**src/rtl/pwr_mode_pkg.sv**
```systemverilog
package pwr_mode_pkg;
  localparam int RUN_W  = 2;
  localparam int STOP_W = 3;

  typedef enum logic [2:0] {
    PM_RUN  = 3'd0,
    PM_STOP = 3'd1,
    PM_VLPR = 3'd2,
    PM_VLPW = 3'd3,
    PM_VLPS = 3'd4,
    PM_VLLS = 3'd5
  } pm_mode_e;

  localparam logic [RUN_W-1:0]  RSEL_NORMAL = 2'b00;
  localparam logic [RUN_W-1:0]  RSEL_VLP    = 2'b10;
  localparam logic [STOP_W-1:0] SSEL_STOP   = 3'b000;
  localparam logic [STOP_W-1:0] SSEL_VLPS   = 3'b010;
  localparam logic [STOP_W-1:0] SSEL_VLLS   = 3'b100;
endpackage

```
**src/rtl/pwr_trans_decode.sv**
```systemverilog
module pwr_trans_decode
  import pwr_mode_pkg::*;
(
  input  pm_mode_e          cur_mode,
  input  logic              cur_direct,
  input  logic [RUN_W-1:0]  run_sel,
  input  logic [STOP_W-1:0] stop_sel,
  input  logic              allow_vlp,
  input  logic              allow_vll,
  input  logic              sleep_req,
  input  logic              deep_sleep,
  input  logic              irq,
  input  logic              wake_evt,
  output pm_mode_e          nxt_mode,
  output logic              nxt_direct,
  output logic              capture_sub
);
  logic deep_req, light_req;

  assign deep_req  = sleep_req & deep_sleep;
  assign light_req = sleep_req & ~deep_sleep;

  always_comb begin
    nxt_mode    = cur_mode;
    nxt_direct  = cur_direct;
    capture_sub = 1'b0;
    unique case (cur_mode)
      PM_RUN: begin
        nxt_direct = 1'b0;
        if (deep_req && stop_sel == SSEL_STOP && run_sel == RSEL_NORMAL) begin
          nxt_mode = PM_STOP;
        end else if (deep_req && stop_sel == SSEL_VLPS && allow_vlp) begin
          nxt_mode   = PM_VLPS;
          nxt_direct = 1'b1;
        end else if (deep_req && stop_sel == SSEL_VLLS && allow_vll) begin
          nxt_mode    = PM_VLLS;
          capture_sub = 1'b1;
        end else if (allow_vlp && run_sel == RSEL_VLP) begin
          nxt_mode = PM_VLPR;
        end
      end
      PM_STOP: begin
        if (irq) nxt_mode = PM_RUN;
      end
      PM_VLPR: begin
        if (run_sel == RSEL_NORMAL) begin
          nxt_mode = PM_RUN;
        end else if (light_req) begin
          nxt_mode = PM_VLPW;
        end else if (deep_req && (stop_sel == SSEL_STOP || stop_sel == SSEL_VLPS)) begin
          nxt_mode   = PM_VLPS;
          nxt_direct = 1'b0;
        end else if (deep_req && stop_sel == SSEL_VLLS && allow_vll) begin
          nxt_mode    = PM_VLLS;
          capture_sub = 1'b1;
        end
      end
      PM_VLPW: begin
        if (irq) nxt_mode = PM_VLPR;
      end
      PM_VLPS: begin
        if (irq) begin
          nxt_mode   = cur_direct ? PM_RUN : PM_VLPR;
          nxt_direct = 1'b0;
        end
      end
      PM_VLLS: begin
        if (wake_evt) nxt_mode = PM_RUN;
      end
      default: begin
        nxt_mode   = PM_RUN;
        nxt_direct = 1'b0;
      end
    endcase
  end
endmodule

```
**src/rtl/pwr_mode_regs.sv**
```systemverilog
module pwr_mode_regs
  import pwr_mode_pkg::*;
#(
  parameter int SUB_W = 2
) (
  input  logic             clk,
  input  logic             rst,
  input  pm_mode_e         nxt_mode,
  input  logic             nxt_direct,
  input  logic             capture_sub,
  input  logic [SUB_W-1:0] leak_sel,
  output pm_mode_e         mode_q,
  output logic             direct_q,
  output logic [SUB_W-1:0] sub_q
);
  always_ff @(posedge clk) begin
    if (rst) begin
      mode_q   <= PM_RUN;
      direct_q <= 1'b0;
      sub_q    <= '0;
    end else begin
      mode_q   <= nxt_mode;
      direct_q <= nxt_direct;
      if (capture_sub)
        sub_q <= leak_sel;
      else if (nxt_mode != PM_VLLS)
        sub_q <= '0;
    end
  end
endmodule

```
**src/rtl/pwr_mode_ctrl.sv**
```systemverilog
module pwr_mode_ctrl
  import pwr_mode_pkg::*;
#(
  parameter int SUB_W = 2
) (
  input  logic              clk,
  input  logic              rst,
  input  logic [RUN_W-1:0]  run_sel,
  input  logic [STOP_W-1:0] stop_sel,
  input  logic [SUB_W-1:0]  leak_sel,
  input  logic              allow_vlp,
  input  logic              allow_vll,
  input  logic              sleep_req,
  input  logic              deep_sleep,
  input  logic              irq,
  input  logic              wake_evt,
  output logic [2:0]        mode,
  output logic [SUB_W-1:0]  submode
);
  pm_mode_e         cur_mode, nxt_mode;
  logic             cur_direct, nxt_direct, capture_sub;
  logic [SUB_W-1:0] sub_q;

  pwr_trans_decode u_dec (
    .cur_mode   (cur_mode),
    .cur_direct (cur_direct),
    .run_sel    (run_sel),
    .stop_sel   (stop_sel),
    .allow_vlp  (allow_vlp),
    .allow_vll  (allow_vll),
    .sleep_req  (sleep_req),
    .deep_sleep (deep_sleep),
    .irq        (irq),
    .wake_evt   (wake_evt),
    .nxt_mode   (nxt_mode),
    .nxt_direct (nxt_direct),
    .capture_sub(capture_sub)
  );

  pwr_mode_regs #(.SUB_W(SUB_W)) u_regs (
    .clk        (clk),
    .rst        (rst),
    .nxt_mode   (nxt_mode),
    .nxt_direct (nxt_direct),
    .capture_sub(capture_sub),
    .leak_sel   (leak_sel),
    .mode_q     (cur_mode),
    .direct_q   (cur_direct),
    .sub_q      (sub_q)
  );

  assign mode    = cur_mode;
  assign submode = sub_q;
endmodule

```
**config.mk**
```make
export PLATFORM = sky130hd
export DESIGN_NAME = pwr_mode_ctrl
export DESIGN_NICKNAME = d
export VERILOG_FILES = /design/src/rtl/pwr_mode_pkg.sv /design/src/rtl/pwr_trans_decode.sv /design/src/rtl/pwr_mode_regs.sv /design/src/rtl/pwr_mode_ctrl.sv
export SDC_FILE = /design/constraint.sdc
export NUM_CORES = 1
export LEC_CHECK = 0
export ABC_AREA = 1
export BUFFER_PORTS_ARGS = -buffer_cell sky130_fd_sc_hd__buf_2
export CAP_MARGIN = 25
export CORE_MARGIN = 5
export CORE_UTILIZATION = 40
export DETAILED_ROUTE_END_ITERATION = 12
export PLACE_DENSITY = 0.76
export SLEW_MARGIN = 25
export SYNTH_ARGS = -nofsm -noshare
export SYNTH_HDL_FRONTEND = slang
export SYNTH_SLANG_ARGS = --single-unit
```
**constraint.sdc**
```tcl
create_clock -name clk -period 2.3 [get_ports clk]
set_input_delay 0.23 -clock clk [delete_from_list [all_inputs] [get_ports clk]]
set_output_delay 0.23 -clock clk [all_outputs]
set_load 0.005 [all_outputs]
```
* Yosys cells after proc, flatten, opt, wreduce, memory -nomap -nowiden
Cells that the tools add are included.
Cells by class: equal/unequal tests 13, mux-type cells 30, bitwise operators 4, reduce and logical (&&, ||, !) cells 15
Operator list (number):
- 3-bit 2-to-1 mux | 12
- 3-bit case mux with 6 select lines | 1
- 1-bit 2-to-1 mux | 12
- 3-bit by 2-bit equality test with 1-bit output (second input constant) | 3
- 3-bit equality test (second input constant) | 3
- 1-bit logical AND | 8
- 3-bit logical NOT | 2
- 2-bit 2-to-1 mux | 3
- 2-bit inequality test (second input constant) | 3
- 5-bit AND reduction | 1
- 1-bit case mux with 4 select lines | 1
- 3-bit by 1-bit equality test with 1-bit output (second input constant) | 1
- 3-bit inequality test (second input constant) | 1
- 3-bit OR reduction | 1
- 1-bit AND | 2
- 2-bit equality test (second input constant) | 1
- 2-bit logical NOT | 1
- 2-bit by 1-bit inequality test with 1-bit output (second input constant) | 1
- 1-bit NOT | 2
- 1-bit case mux with 2 select lines | 1
- 2-bit nonzero test | 1
- 1-bit logical OR | 1
Storage, ports and cells: flip-flop bits (word level) 6, bits of input ports 15, output and inout port bits 5, word-level logic and storage cells 65

* Logic depth before layout (Yosys ltp)
depth in word-level cells 11, depth in mapped cells 8

* Cells and area by module
Synthesis repeated with hierarchy kept, for this count alone.
Second synthesis, totals: cell total of the unflattened synthesis 94, area total of the unflattened synthesis 544.3 sq um
By module, submodules not included:
- pwr_trans_decode | times used 1, cells each 71, area an instance 352.8 sq um, sequential area each 0.0 sq um
- pwr_mode_regs | times used 1, cells each 23, area an instance 191.4 sq um, sequential area each 120.1 sq um

* Worst setup path after synthesis
OpenSTA, ideal clock, no wires.
kind reg-to-reg, from register u_regs.mode_q[2], to register u_regs.direct_q, library setup time 116 ps, arrival time 970 ps, data required time 2184 ps, path slack 1214 ps, stages on the path, launching flop included 9, cell sequence dfxtp_1 buf_2 inv_1 o21ai_0 nand2_1 inv_1 nand2_1 nand2_1 a21oi_1
On the way: longest elaborated chain between the ends 4, elaborated cells between the ends (all ways) 14, those cells by class eq/ne (9); mux (1); bitwise (1); reduce/logical (3)
RTL lines:
- start, declared | RTL line pwr_mode_regs.sv:12 | output pm_mode_e mode_q,
- start signal, assigned | RTL line pwr_mode_regs.sv:22 | mode_q <= nxt_mode;
- 3-bit by 1-bit equality test with 1-bit output (tied with other cells) | RTL line pwr_trans_decode.sv:27 | unique case (cur_mode)
- 3-bit OR reduction (no line)
- 1-bit NOT (no line)
- 5-bit AND reduction (no line)
- end signal, assigned | RTL line pwr_mode_regs.sv:23 | direct_q <= nxt_direct;
- end, declared | RTL line pwr_mode_regs.sv:13 | output logic direct_q,
Several ways; a longest one is shown, not always the timed one. A chain may end at the register's enable or synchronous reset.

* Final worst setup path
from register u_regs.mode_q[2], to register u_regs.mode_q[0]
On the way: longest elaborated chain between the ends 2, elaborated cells between the ends (all ways) 7, those cells by class eq/ne (5); mux (1); reduce/logical (1)
RTL lines (RTL line):
- 3-bit equality test (tied with other cells) | pwr_trans_decode.sv:27
- 3-bit case mux with 6 select lines * | pwr_trans_decode.sv:27
Every way passes the cells marked *; elsewhere a longest branch is shown, timed or not.

==> key figures <==
Final layout
  • Fin area: roughly 700 um2
  • Synth-to-Final Area Change: 23.76%
  • Fillers: roughly 140
  • Layout cell share with drive strength beyond 1: 0.2541
  • Ant. Diodes: 0
  • Post-Layout Cell Count: 137
  • Nets: around 140
  • Util after Layout: 0.5260

Yosys
  • Sequential share of the synthesized area: 0.2172
  • Post-Syn Instances: a little over 100
  • Syn_nets: 116
  • Synthesized area: roughly 550 um2
  • Total of warnings raised by yosys: 0
  • Post-Synth Simple-Gate Area: 0.5566
  • Most numerous cell in the Yosys netlist: nand2_1
  • Ys async rst share: 0
  • Synthesized-area fraction occupied by adder cells: 0
  • Largest family of logic cells by synthesized area: simple AND/OR/NAND/NOR gates
  • Synth cell types: 15
  • Synth area leader: nand2_1
  • Synth Area in Compound Gates: 0.09502
  • Number of synthesized flops with an enable pin: 0
  • Top_reg_cell synth: dfxtp_1
  • Xor and xnor area share after synthesis: 0
  • Post-synthesis register bit count: 6
  • Synth top area share: 0.2308
  • Area contributors post-synth: nand2_1 (23%), dfxtp_1 (22%), inv_1 (11%)
  • Syn Area/Cell: around 5.5 um2
  • Commonest cells in the netlist: nand2_1 (34), inv_1 (16), nor2_1 (11), nand3_1 (8), dfxtp_1 (6)
  • Post-synthesis mux area share: 0

STA
  • Fin crit share: 0.5451
  • Tmin final: about 1.3 ns
  • Pins Over Slew Limit: 0
  • # setup viols final: 0
  • RSZ-0062 raised after global routing: false
  • FMAX: 797.6 MHz
  • Fin Clk Skew: approximately 0.0036 ns
  • Hold Slack: 0.2281 ns
  • Worst Tran Pin Value: slightly above 0.4 ns
  • Hold Violations, Final: 0
  • Slew Limit Headroom: 0.7243
  • Setup tns final: 0 ns
  • Fin worst setup slack: 1.046 ns

Clocking
  • CTS tree: done
  • Max H-tree Level: 1
  • CTS resizes: 0
  • Clk_lat worst skew: ~0.24 ns
  • Root buf cell: clkbuf_4
  • Post-CTS setup buffers: 0
  • Longest Clk Path Bufs: 2
  • CTS Sinks: 6
  • Num CTS Buffers: 3
  • Clock-pin slew on the worst setup and hold paths: 0.04 ns
  • Hold_buf cts: 0

Detailed routing
  • Post-route ant nets: 0
  • Via-per-instance ratio: between 4 and 5
  • Met3 Routed Length: ~130 um
  • Initial DRC Count: 16
  • Met1 Routed Length: 577 um
  • DR pass1 iterations: 4
  • WL final: 1332 um
  • # DRC: 0
  • Top Metal Used: met4
  • Wire per inst: around 9.7 um
  • Vias: 665
  • Met2 Routed Length: about 610 um

Global routing
  • Largest net degree at the start of global routing: 11
  • Total GRT Usage: 0.1494
  • GR Overflow Total: 0
  • First-pass GRT wire length: 2359 um
  • Number of global-route vias before repair: 591
  • Initial antenna violation count: 0

Job
  • Max Cap Viol: 0

Die
  • Initial core utilization: 0.4250
  • I/O pin total: 20
  • Die area: approximately 2200 um2
  • Die width: 47.19 um
  • Die Y: 47.19 um
  • Core ar.: approximately 1300 um2
  • FP Rows: 13

Critical path
  • Worst r2r dst: u_regs.mode_q[0]
  • Crit start category: flop
  • Slowest Stage Delay on Critical Path: between 0.5 and 0.6 ns
  • CP max-delay cell: dfxtp_1
  • Worst reg-to-reg setup slack: approximately 1.0 ns
  • Worst EP arrival: around 1.4 ns
  • Crit Path Max Fanout: 10
  • RR Startpoint: u_regs.mode_q[2]
  • Worst r2r path cells: 6
  • CP required: between 2 and 2.5 ns
  • CP cell instances: nand2_1 -> nor2_2 -> nor2_1 -> nand2_1 -> nor2_1 -> a21oi_1
  • Kind of critical path: reg -> reg
  • Endpoint class of the critical path: flop

Placed design
  • Place WS: 1.056 ns
  • Placed cell count: approximately 130
  • Placed cell area: roughly 660 um2
  • Placer Congestion: 0.9156
  • Post-detail-place hpwl: 1087 um
  • Port Buffers: 19

Pwr
  • Power, Total: roughly 0.32 mW
  • Leakage power: between 0.3 and 0.4 nW
  • Peak VDD IR: approximately 430 uV
  • PwrDens: between 400 and 500 nW/um2

Hold path
  • End of the worst hold path: u_regs.direct_q
  • Min-delay src: rst
  • Min-Delay Path Depth: 2
  • Worst hold-check path type: in -> reg

Outcome
  • Outcome: complete, no violations
[cell type report]
class / count / area (um2) / share of cell area
Multi-Input combinational cell: 76 / 360.3 / 0.5265
Sequential cell: 6 / 120.1 / 0.1755
Timing Repair Buffer: 19 / 95.09 / 0.1389
Inverter: 18 / 67.56 / 0.09872
Clock buffer: 3 / 22.52 / 0.03291
Tap cell: 15 / 18.77 / 0.02742
[critical path, delay by kind of cell (launching register included)]
| family | cells | cell delay, ns |
|---|---|---|
| AOI/OAI and AO/OA | 1 | 0.10 |
| DFF | 1 | 0.57 |
| and+or+nand+nor | 5 | 0.50 |
[cell families after synthesis]
logic type / Yosys count
AO/OA/AOI/OAI: 10
buffers and inverters: 19
flip-flops: 6
AND/OR/NAND/NOR: 66
[layer usage]
metal  vias up  global-route usage
met5         -                   0
met4         0             0.04972
met3         2             0.06897
met2        28              0.2222
met1       274              0.1905
li1        361                   -
[worst max-delay path by stage]
| stage | start | end | slack, ns |
|---|---|---|---|
| 2_1_floorplan | u_regs.mode_q[2] | u_regs.direct_q | 1.21 |
| 3_5_place_dp | u_regs.mode_q[2] | u_regs.mode_q[0] | 1.06 |
| 4_1_cts | u_regs.mode_q[2] | u_regs.mode_q[0] | 1.04 |
| 6_report | u_regs.mode_q[2] | u_regs.mode_q[0] | 1.05 |
| 5_1_grt | u_regs.mode_q[2] | u_regs.mode_q[0] | 0.91 |
| 3_3_place_gp | u_regs.mode_q[2] | u_regs.mode_q[0] | 1.07 |
[state kept, by name, summed over array words and instances, names as in the netlist]
signal	flops
u_regs.mode_q	3
u_regs.sub_q	2
u_regs.direct_q	1
[placed cells by master, fill, tap and decap left out, drive strengths merged]
| cell | Yosys | layout |
|---|---|---|
| nor3 | 4 | 4 |
| clkbuf | 0 | 3 |
| a21oi | 5 | 5 |
| nor2 | 14 | 14 |
| nand4 | 4 | 4 |
| o21ai | 4 | 4 |
| dfxtp | 6 | 6 |
| nand2 | 36 | 36 |
| buf | 1 | 19 |
| nand3 | 8 | 8 |
| inv | 18 | 18 |
| o21a | 1 | 1 |
[report_power, final]
| part | internal, mW | switching, mW | leakage (nW) |
|---|---|---|---|
| Combinational | 0.0442 | 0.0617 | 0.327 |
| Clock | 0.0589 | 0.0360 | 0.0138 |
| Sequential | 0.110 | 0.0132 | 0.0486 |
| Total | 0.213 | 0.111 | 0.389 |
Note: power is estimated with default switching activity, not from simulation.
